`config.mk`:
```
export PLATFORM = sky130hd
export DESIGN_NAME = regbus_dpath
export DESIGN_NICKNAME = d
export VERILOG_FILES = /design/src/rtl/regbus_pkg.sv /design/src/rtl/regbus_regfile.sv /design/src/rtl/regbus_byte_reg.sv /design/src/rtl/regbus_bmux.sv /design/src/rtl/regbus_dpath.sv
export SDC_FILE = /design/constraint.sdc
export NUM_CORES = 1
export LEC_CHECK = 0
export BUFFER_PORTS_ARGS = -buffer_cell sky130_fd_sc_hd__buf_2
export CAP_MARGIN = 20
export CELL_PAD_IN_SITES_DETAIL_PLACEMENT = 0
export CELL_PAD_IN_SITES_GLOBAL_PLACEMENT = 1
export CORE_UTILIZATION = 50
export DETAILED_ROUTE_END_ITERATION = 6
export PLACE_DENSITY = 0.88
export SYNTH_ARGS = -nofsm -noshare
export SYNTH_HDL_FRONTEND = slang
export SYNTH_SLANG_ARGS = --single-unit
export TNS_END_PERCENT = 100
```
`constraint.sdc`:
```
create_clock -name clk -period 2.45 [get_ports clk]
set_input_delay 0.1225 -clock clk [delete_from_list [all_inputs] [get_ports clk]]
set_output_delay 0.1225 -clock clk [all_outputs]
set_load 0.02 [all_outputs]
```
`src/rtl/regbus_pkg.sv`:
```
package regbus_pkg;
  // True when more than one bit of a select word is set
  function automatic logic multi_hot(input logic [63:0] v);
    return (v & (v - 64'd1)) != 64'd0;
  endfunction
endpackage

```
`src/rtl/regbus_regfile.sv`:
```
module regbus_regfile #(
  parameter int DW   = 32,
  parameter int NREG = 8
) (
  input  logic                      clk,
  input  logic                      rst,
  input  logic [DW-1:0]             c_bus,
  input  logic [NREG-1:0]           c_we,
  output logic [NREG-1:0][DW-1:0]   regs_q
);
  for (genvar g = 0; g < NREG; g++) begin : g_reg
    always_ff @(posedge clk) begin
      if (rst)          regs_q[g] <= '0;
      else if (c_we[g]) regs_q[g] <= c_bus;
    end
  end
endmodule

```
`src/rtl/regbus_byte_reg.sv`:
```
module regbus_byte_reg #(
  parameter int DW = 32,
  parameter int BW = 8
) (
  input  logic          clk,
  input  logic          rst,
  input  logic [BW-1:0] mem_byte,
  input  logic          mem_byte_ld,
  output logic [DW-1:0] word_s,
  output logic [DW-1:0] word_u
);
  localparam int FILL = DW - BW;
  logic [BW-1:0] byte_q;

  always_ff @(posedge clk) begin
    if (rst)              byte_q <= '0;
    else if (mem_byte_ld) byte_q <= mem_byte;
  end

  assign word_s = {{FILL{byte_q[BW-1]}}, byte_q};
  assign word_u = {{FILL{1'b0}}, byte_q};
endmodule

```
`src/rtl/regbus_bmux.sv`:
```
module regbus_bmux #(
  parameter int DW   = 32,
  parameter int NSRC = 10
) (
  input  logic [NSRC-1:0]         sel,
  input  logic [NSRC-1:0][DW-1:0] srcs,
  output logic [DW-1:0]           bus
);
  import regbus_pkg::*;
  logic illegal;

  assign illegal = multi_hot(64'(sel));

  always_comb begin
    bus = '0;
    for (int i = 0; i < NSRC; i++) begin
      if (sel[i]) bus = bus | srcs[i];
    end
    if (illegal) bus = '0;
  end
endmodule

```
`src/rtl/regbus_dpath.sv`:
```
module regbus_dpath #(
  parameter int DW   = 32,
  parameter int NREG = 8,
  parameter int BW   = 8
) (
  input  logic              clk,
  input  logic              rst,
  input  logic [NREG+1:0]   b_sel,
  input  logic [DW-1:0]     c_bus,
  input  logic [NREG-1:0]   c_we,
  input  logic [BW-1:0]     mem_byte,
  input  logic              mem_byte_ld,
  output logic [DW-1:0]     b_bus
);
  localparam int NSRC = NREG + 2;

  logic [NREG-1:0][DW-1:0] regs_q;
  logic [DW-1:0]           word_s, word_u;
  logic [NSRC-1:0][DW-1:0] srcs;

  regbus_regfile #(.DW(DW), .NREG(NREG)) u_rf (
    .clk(clk), .rst(rst), .c_bus(c_bus), .c_we(c_we), .regs_q(regs_q)
  );

  regbus_byte_reg #(.DW(DW), .BW(BW)) u_byte (
    .clk(clk), .rst(rst), .mem_byte(mem_byte), .mem_byte_ld(mem_byte_ld),
    .word_s(word_s), .word_u(word_u)
  );

  always_comb begin
    for (int i = 0; i < NREG; i++) srcs[i] = regs_q[i];
    srcs[NREG]   = word_s;
    srcs[NREG+1] = word_u;
  end

  regbus_bmux #(.DW(DW), .NSRC(NSRC)) u_mux (
    .sel(b_sel), .srcs(srcs), .bus(b_bus)
  );
endmodule

```
**Word level (Yosys, flattened, before mapping)**

Cells that the tools add are included.

- Logic and storage cells: 32
- Output and inout bits: 32
- Input port bits: 61
- Flip-flop bits (word level): 264

- Reduce and logical (&&, ||, !) cells: 1
- Muxes and demuxes: 11
- Bitwise gates (word level): 10
- Add/subtract/negate cells: 1

Operators by type and width:

| operator | count |
|---|---|
| $mux W32 | 11 |
| $or A32 B32 Y32 | 8 |
| $and A10 B64 Y64 | 1 |
| $reduce_bool A64 Y1 | 1 |
| $or A32 B8 Y32 | 1 |
| $sub A10 B1 Y11 const B | 1 |

**Depth between registers and ports, before layout**

Gate-level depths: netlist of run 1.

- Depth after elaboration: 20
- Mapped depth: 6
- Mapped depth without buffers: 4

**Cells and area by module**

From an unflattened synthesis of run 1, not the netlist that was laid out.

- Cells, all modules: 1,226
- Area, all modules: 12,418.2 µm²

By module, submodules not included:

| module | sequential area each (µm²) | times used | area an instance (µm²) | cells each |
|---|---|---|---|---|
| regbus_regfile | 5,124.9 | 1 | 9,521.6 | 860 |
| regbus_bmux | 0.0 | 1 | 2,187.1 | 283 |
| regbus_byte_reg | 160.2 | 1 | 709.4 | 83 |

**Worst setup path before layout of run 1**

No wires, ideal clock.

- Path kind: input port to output port
- From: in b_sel[1]
- To: out b_bus[10]
- Path slack: 451 ps
- Stages on the path: 6
- Data required time: 2,328 ps
- Arrival: 1,876 ps
- Path buffers: 2
- Cell sequence: clkbuf_1 or4_4 a2111oi_4 a21oi_2 buf_2 nor3_1

- Word-level cells in the longest chain between the ends: 18
- Elaborated cells on any way between the ends: 21
- Classes of those cells: add/sub: 1; mux: 10; bitwise: 9; reduce/logical: 1

RTL lines:

| item | line | source |
|---|---|---|
| start, declared | regbus_dpath.sv:8 | `input logic [NREG+1:0] b_sel,` |
| $mux W32 | regbus_bmux.sv:17 | `if (sel[i]) bus = bus \| srcs[i];` |
| $or A32 B32 Y32 | regbus_bmux.sv:17 |  |
| $mux W32 | regbus_bmux.sv:17 |  |
| $or A32 B32 Y32 | regbus_bmux.sv:17 |  |
| $mux W32 | regbus_bmux.sv:17 |  |
| $or A32 B32 Y32 | regbus_bmux.sv:17 |  |
| $mux W32 | regbus_bmux.sv:17 |  |
| $or A32 B32 Y32 | regbus_bmux.sv:17 |  |
| [... 2 more ...] | -- |  |
| $mux W32 | regbus_bmux.sv:17 |  |
| $or A32 B32 Y32 | regbus_bmux.sv:17 |  |
| $mux W32 | regbus_bmux.sv:17 |  |
| $or A32 B32 Y32 | regbus_bmux.sv:17 |  |
| $mux W32 | regbus_bmux.sv:17 |  |
| $or A32 B8 Y32 | regbus_bmux.sv:17 |  |
| $mux W32 | regbus_bmux.sv:17 |  |
| $mux W32 (*) | regbus_bmux.sv:19 | `if (illegal) bus = '0;` |
| end, declared | regbus_dpath.sv:13 | `output logic [DW-1:0] b_bus` |

Mark *: on every way between the ends. The rest lies on a longest branch, timed or not.

**Final worst setup path of run 1**

- From: in b_sel[0]
- To: out b_bus[17]

- Word-level cells in the longest chain between the ends: 20
- Elaborated cells on any way between the ends: 23
- Classes of those cells: add/sub: 1; mux: 11; bitwise: 10; reduce/logical: 1

RTL lines:

| item | line |
|---|---|
| $mux W32 | regbus_bmux.sv:17 |
| $or A32 B32 Y32 | regbus_bmux.sv:17 |
| $mux W32 | regbus_bmux.sv:17 |
| $or A32 B32 Y32 | regbus_bmux.sv:17 |
| $mux W32 | regbus_bmux.sv:17 |
| $or A32 B32 Y32 | regbus_bmux.sv:17 |
| $mux W32 | regbus_bmux.sv:17 |
| $or A32 B32 Y32 | regbus_bmux.sv:17 |
| [... 4 more ...] | -- |
| $mux W32 | regbus_bmux.sv:17 |
| $or A32 B32 Y32 | regbus_bmux.sv:17 |
| $mux W32 | regbus_bmux.sv:17 |
| $or A32 B32 Y32 | regbus_bmux.sv:17 |
| $mux W32 | regbus_bmux.sv:17 |
| $or A32 B8 Y32 | regbus_bmux.sv:17 |
| $mux W32 | regbus_bmux.sv:17 |
| $mux W32 (*) | regbus_bmux.sv:19 |

Marks and branches as above.

==> results of run 1 <==
path summary, 6_finish.rpt:
path	slack (ns)	start	end	cells past startpoint
worst min register to register	0.49	u_rf.regs_q[7]$_SDFFE_PP0P_	u_rf.regs_q[7]$_SDFFE_PP0P_	2
worst max-delay path	0.23	b_sel[0]	b_bus[17]	7
worst min-delay path	0.02	mem_byte_ld	u_byte.byte_q[5]$_SDFFE_PP0P_	3
worst max register to register	1.79	u_rf.regs_q[218]$_SDFFE_PP0P_	u_rf.regs_q[218]$_SDFFE_PP0P_	2
cells by family (layout without fill, tap and decap cells):
family	Yosys count	in the layout	share of synthesized area (%)
AOI/OAI and AO/OA	144	144	11.1
adders and majority gates	2	2	0.181
buffers and inverters	136	214	4.72
DFF	264	264	47.8
muxes	264	264	23.9
other	0	1	0
and+or+nand+nor	329	329	12.3
worst max-delay path: stages:
cell and delay, ns:
buf_2 0.12, or4_4 0.56, o31ai_2 0.34, a21oi_4 0.22
buf_4 0.27, a311oi_2 0.25, buf_2 0.20
flip-flops by register name, summed over array words and instances (netlist names):
signal / cells
u_rf.regs_q: 256
u_byte.byte_q: 8
final cells by class:
class / count / share of cell area, %
multi-input cells: 739 / 40.5
flip-flops and latches: 264 / 40.6
repair buffers: 164 / 9.08
clock buffers: 37 / 5.95
well taps: 280 / 2.69
diodes: 1 / 0.0192
clock inverters: 13 / 1.21
report_power, final:
part	switching, mW	internal [mW]	total [mW]	leakage [nW]
registers	0.132	4.55	4.68	2.18
clock network	1.71	2.54	4.25	0.461
logic	0.677	0.529	1.21	3.22
placed cells by master, fill, tap and decap left out, types with 28 or more instances in the layout:
master	count
a22o_1	39
and3_1	28
buf_2	91
nor2_1	265
mux2i_1	264
clkbuf_16	28
dfxtp_1	264
dlygate4sd3_1	40
nor3_1	29
a221oi_1	62
metal layers:
layer / wire [um] / track usage (%) / vias up
met5: 0 / 0 / -
met4: 490 / 5.90 / 0
met3: 1340 / 3.45 / 32
met2: 14200 / 44.4 / 211
met1: 13600 / 35.3 / 4234
li1: - / - / 4130
what timing repair did:
item | in CTS | in global routing
setup buffers | 0 | 0
hold buffers | 40 | 0
endpoints found under the hold margin | 263 | 0
==> results.json, run 1 <==
{
  "syn_inst": 1139,
  "seq_area_um2": 5290,
  "placed_area_um2": 11700,
  "fmax_ghz": 0.451,
  "ir_drop_v": 0.000604,
  "synth_top_area_cell": "dfxtp_1",
  "grt_remaining_overflow": 0,
  "dr_total_vias": 8607,
  "drv_slew": 0,
  "fillers": 1903,
  "grt_max_degree": 91,
  "finalCritPeriodShare_pct": 90.5,
  "core-area_um2": 21800,
  "tns_ns": 0,
  "crit_fanout": 15,
  "place_inst": 1407,
  "worstMarginPinSlew_ns": 1.07,
  "ant_nets": 0,
  "yosys_warnings": 0,
  "yosys-top-cells-count": "nor2_1 (266), dfxtp_1 (264), mux2i_1 (264)",
  "drc": 0,
  "first_iter_violations": 656,
  "fin_cells": 1498,
  "grt_pass1_vias": 8171,
  "fin_hold_ws_ns": 0.0171,
  "start_util_pct": 50.8,
  "cts_sinks": 264,
  "synth.most_common_cell": "nor2_1",
  "hp-class": "primary input to flip-flop",
  "drive_above_1_share_pct": 14.5,
  "ys_seq_elements": 264,
  "status": "completed",
  "gp_congestion": 0.756,
  "wl_per_cell_um": 19.8,
  "power_mw": 10.1,
  "final_util_pct": 59.9,
  "clock_skew_ns": 0,
  "syn2layout_area_growth_pct": 17.7,
  "cellPowerDensity_nw_per_um2": 779,
  "maxCapViolations": 0,
  "antenna_found_initial": 1,
  "leakage_nw": 5.87,
  "syn_nets": 1200,
  "critical_path_class": "primary input to output pin",
  "row_count": 54,
  "synth_top_area_share_pct": 47.8,
  "die-area_um2": 22700,
  "cts_resized": 0,
  "synth_flop_cell": "dfxtp_1",
  "first_pass_iters": 5,
  "synth.avg_cell_area_um2": 9.71,
  "synth_edf_count": 0,
  "yosys-top-cells-area": "dfxtp_1 (48%), mux2i_1 (24%), nor2_1 (9.0%)",
  "cp_data_arrival_time_ns": 2.10,
  "place_ws_ns": 0.213,
  "async_reset_ff_share_pct": 0,
  "multiInputGateArea_um2": 5270,
  "fin_nets": 1258,
  "rsz0062_at_grt": "no",
  "hold_violations": 0,
  "ios": 93,
  "die_h_um": 151,
  "grt_usage_pct": 26.2,
  "die_w_um": 151,
  "ys_types": 28,
  "htreeDepth": 1,
  "place_hpwl_um": 17300,
  "design_area_um2": 13000,
  "seq_area_frac_synth_pct": 47.8,
  "relSlewSlack_pct": 28.3,
  "cts_tree": "yes",
  "viasPerCell": 5.75,
  "setup_viol": 0,
  "cts_made_buffers": 28,
  "period_needed_ns": 2.22,
  "cts_buffer_depth": 3,
  "io_buffers": 92,
  "cts-root-buf": "clkbuf_16",
  "critPathLaunchType": "primary input",
  "grt_pass1_wl_um": 46300,
  "finalWorstSetupSlack_ns": 0.232,
  "crit_required_ns": 2.33,
  "clkTransAtPathRegs_ns": 0.06,
  "clkLatencyLatePin_ns": 0.53,
  "syn-cell-area_um2": 11100,
  "end_kind": "output pin",
  "routed_wl_um": 29700
}
No activity file was read; power rests on OpenSTA's default activity.
==> run 2: changes to the inputs <==
==> constraint.sdc (replaced) <==
create_clock -name clk -period 2.45 [get_ports clk]
set_input_delay 0.3675 -clock clk [delete_from_list [all_inputs] [get_ports clk]]
set_output_delay 0.3675 -clock clk [all_outputs]
set_load 0.02 [all_outputs]
==> results.json, run 2 (synthesis gave the netlist of run 1 again) <==
{
  "path_cells": "buf_2, or4_4, a2111oi_4, or2_1, nor3b_1, buf_4, buf_2",
  "cp_common_cell": "buf_2",
  "critical_path_class": "primary input to output pin",
  "grt_util_met3_pct": 4.12,
  "regMostFlops": "u_rf.regs_q",
  "relSlewSlack_pct": 60.7,
  "cts_buffer_depth": 3,
  "min_path_cells": 3,
  "clkLatencyLatePin_ns": 0.52,
  "place_ws_ns": -0.130,
  "hold_buffers": 0,
  "htreeDepth": 1,
  "rsz0062_at_grt": "yes",
  "wl_per_cell_um": 19.7,
  "critPathLaunchType": "primary input",
  "start_util_pct": 50.8,
  "fin_nets": 1225,
  "final_cell_mix": "nor2_1 (265), mux2i_1 (264), dfxtp_1 (264), buf_2 (88), a221oi_1 (62)",
  "end_kind": "output pin",
  "antenna_found_initial": 6,
  "core-area_um2": 21800,
  "hold_violations": 0,
  "grt_max_degree": 79,
  "cts_tree": "yes",
  "status": "completed",
  "clock_skew_ns": 0,
  "die-area_um2": 22700,
  "grt_busiest_layer": "met2",
  "crit_path_max_incr_delay_ns": 0.57,
  "die_w_um": 151,
  "die_h_um": 151,
  "setup_viol": 0,
  "cp_top_family": "simple AND/OR/NAND/NOR gates",
  "drc": 0,
  "fin_hold_ws_ns": 0.0777,
  "finalCritPeriodShare_pct": 98.8,
  "finalWorstSetupSlack_ns": 0.0288,
  "cellPowerDensity_nw_per_um2": 768,
  "grt_use_met1_pct": 35.3,
  "syn2layout_area_growth_pct": 15.3,
  "worstSetupPathDepth": 7,
  "rr_worst_depth": 2,
  "drv_slew": 0,
  "cp_num_buf_inv": 3,
  "place_hpwl_um": 17500,
  "cts_sinks": 264,
  "hp-class": "primary input to flip-flop",
  "dr_total_vias": 8452,
  "clkTransAtPathRegs_ns": 0.06,
  "grt_pass1_wl_um": 45300,
  "cpMaxStageDelayCell": "or4_4",
  "fmax_ghz": 0.413,
  "met2_usage_pct": 41.9,
  "final_common_cell": "nor2_1",
  "drive_above_1_share_pct": 16.4,
  "crit_fanout": 2,
  "ant_nets": 0,
  "first_iter_violations": 613,
  "worstMarginPinSlew_ns": 0.590,
  "largest_reg_flops": 256,
  "cts_made_buffers": 27,
  "grt_remaining_overflow": 0,
  "row_count": 54,
  "leakage_nw": 5.74,
  "viasPerCell": 5.77,
  "top_regs": "u_rf.regs_q (256), u_byte.byte_q (8)",
  "grt_pass1_vias": 8023,
  "cts-root-buf": "clkbuf_16",
  "routed_wl_um": 28900,
  "gp_congestion": 0.763,
  "maxCapViolations": 0,
  "io_buffers": 92,
  "cp_data_arrival_time_ns": 2.05,
  "grt_usage_pct": 25.8,
  "crit_required_ns": 2.08,
  "first_pass_iters": 4,
  "period_needed_ns": 2.42,
  "ir_drop_v": 0.000509,
  "ios": 93
}
## run 2: cell types whose count changed in the layout (fill, tap and decap cells not counted), sizes merged
cell,delta
inv,-1
diode,+2
dlygate4sd3,-40
bufinv,-2
buf,+8
clkbuf,-1
## run 2: worst register-to-register path, stage by stage, from the launching register on
cell and delay, ns:
dfxtp_1 0.34, mux2i_1 0.13, nor2_1 0.06
## run 2: through the flow
stage / setup TNS [ns] / instances / total power [mW] / area [um^2] / utilization (%)
2_1_floorplan: -0.776 / 1139 / 5.58 / 11100 / -
3_3_place_gp: -0.0702 / 1415 / 5.92 / 11900 / 54.5
3_5_place_dp: -0.408 / 1415 / 5.94 / 11900 / 54.5
4_1_cts: 0 / 1461 / 9.85 / 12700 / 58.5
5_1_grt: -0.0707 / 1463 / 10.2 / 12800 / 58.6
6_report: 0 / 1464 / 9.79 / 12800 / 58.6
## run 2: layout make-up
cell class / instances / area [um^2]
tap: 280 / 350
antenna: 3 / 7.51
clock buffer: 36 / 769
timing repair buffer: 132 / 928
fill: 1917 / 9000
clock inverter: 10 / 77.6
multi-input combinational: 739 / 5340
sequential: 264 / 5290
## run 2: power by group
| group | leakage (nW) | total (mW) | internal (mW) | switching (mW) |
|---|---|---|---|---|
| Sequential | 2.18 | 4.68 | 4.55 | 0.129 |
| Clock | 0.425 | 3.93 | 2.29 | 1.64 |
| Combinational | 3.14 | 1.19 | 0.509 | 0.676 |
| Total | 5.74 | 9.79 | 7.35 | 2.44 |
## run 2: path summary, 6_finish.rpt
path	from	to	slack (ns)
hold / removal	mem_byte[0]	u_byte.byte_q[0]$_SDFFE_PP0P_	0.08
setup / recovery	b_sel[0]	b_bus[30]	0.03
hold reg to reg	u_rf.regs_q[247]$_SDFFE_PP0P_	u_rf.regs_q[247]$_SDFFE_PP0P_	0.49
setup reg to reg	u_byte.byte_q[7]$_SDFFE_PP0P_	u_byte.byte_q[7]$_SDFFE_PP0P_	1.80
## run 2: routing by layer
metal | vias to the layer above | wire length, um
met4 | 6 | 615
li1 | 4069 | -
met1 | 4094 | 13100
met2 | 233 | 13500
met3 | 50 | 1720
met5 | - | 35
## run 2: repair_timing
item,in CTS,in global routing
pin swaps,2,0
buffers inserted,0,0
gates resized for setup,3,7
endpoints found under the setup margin,12,14
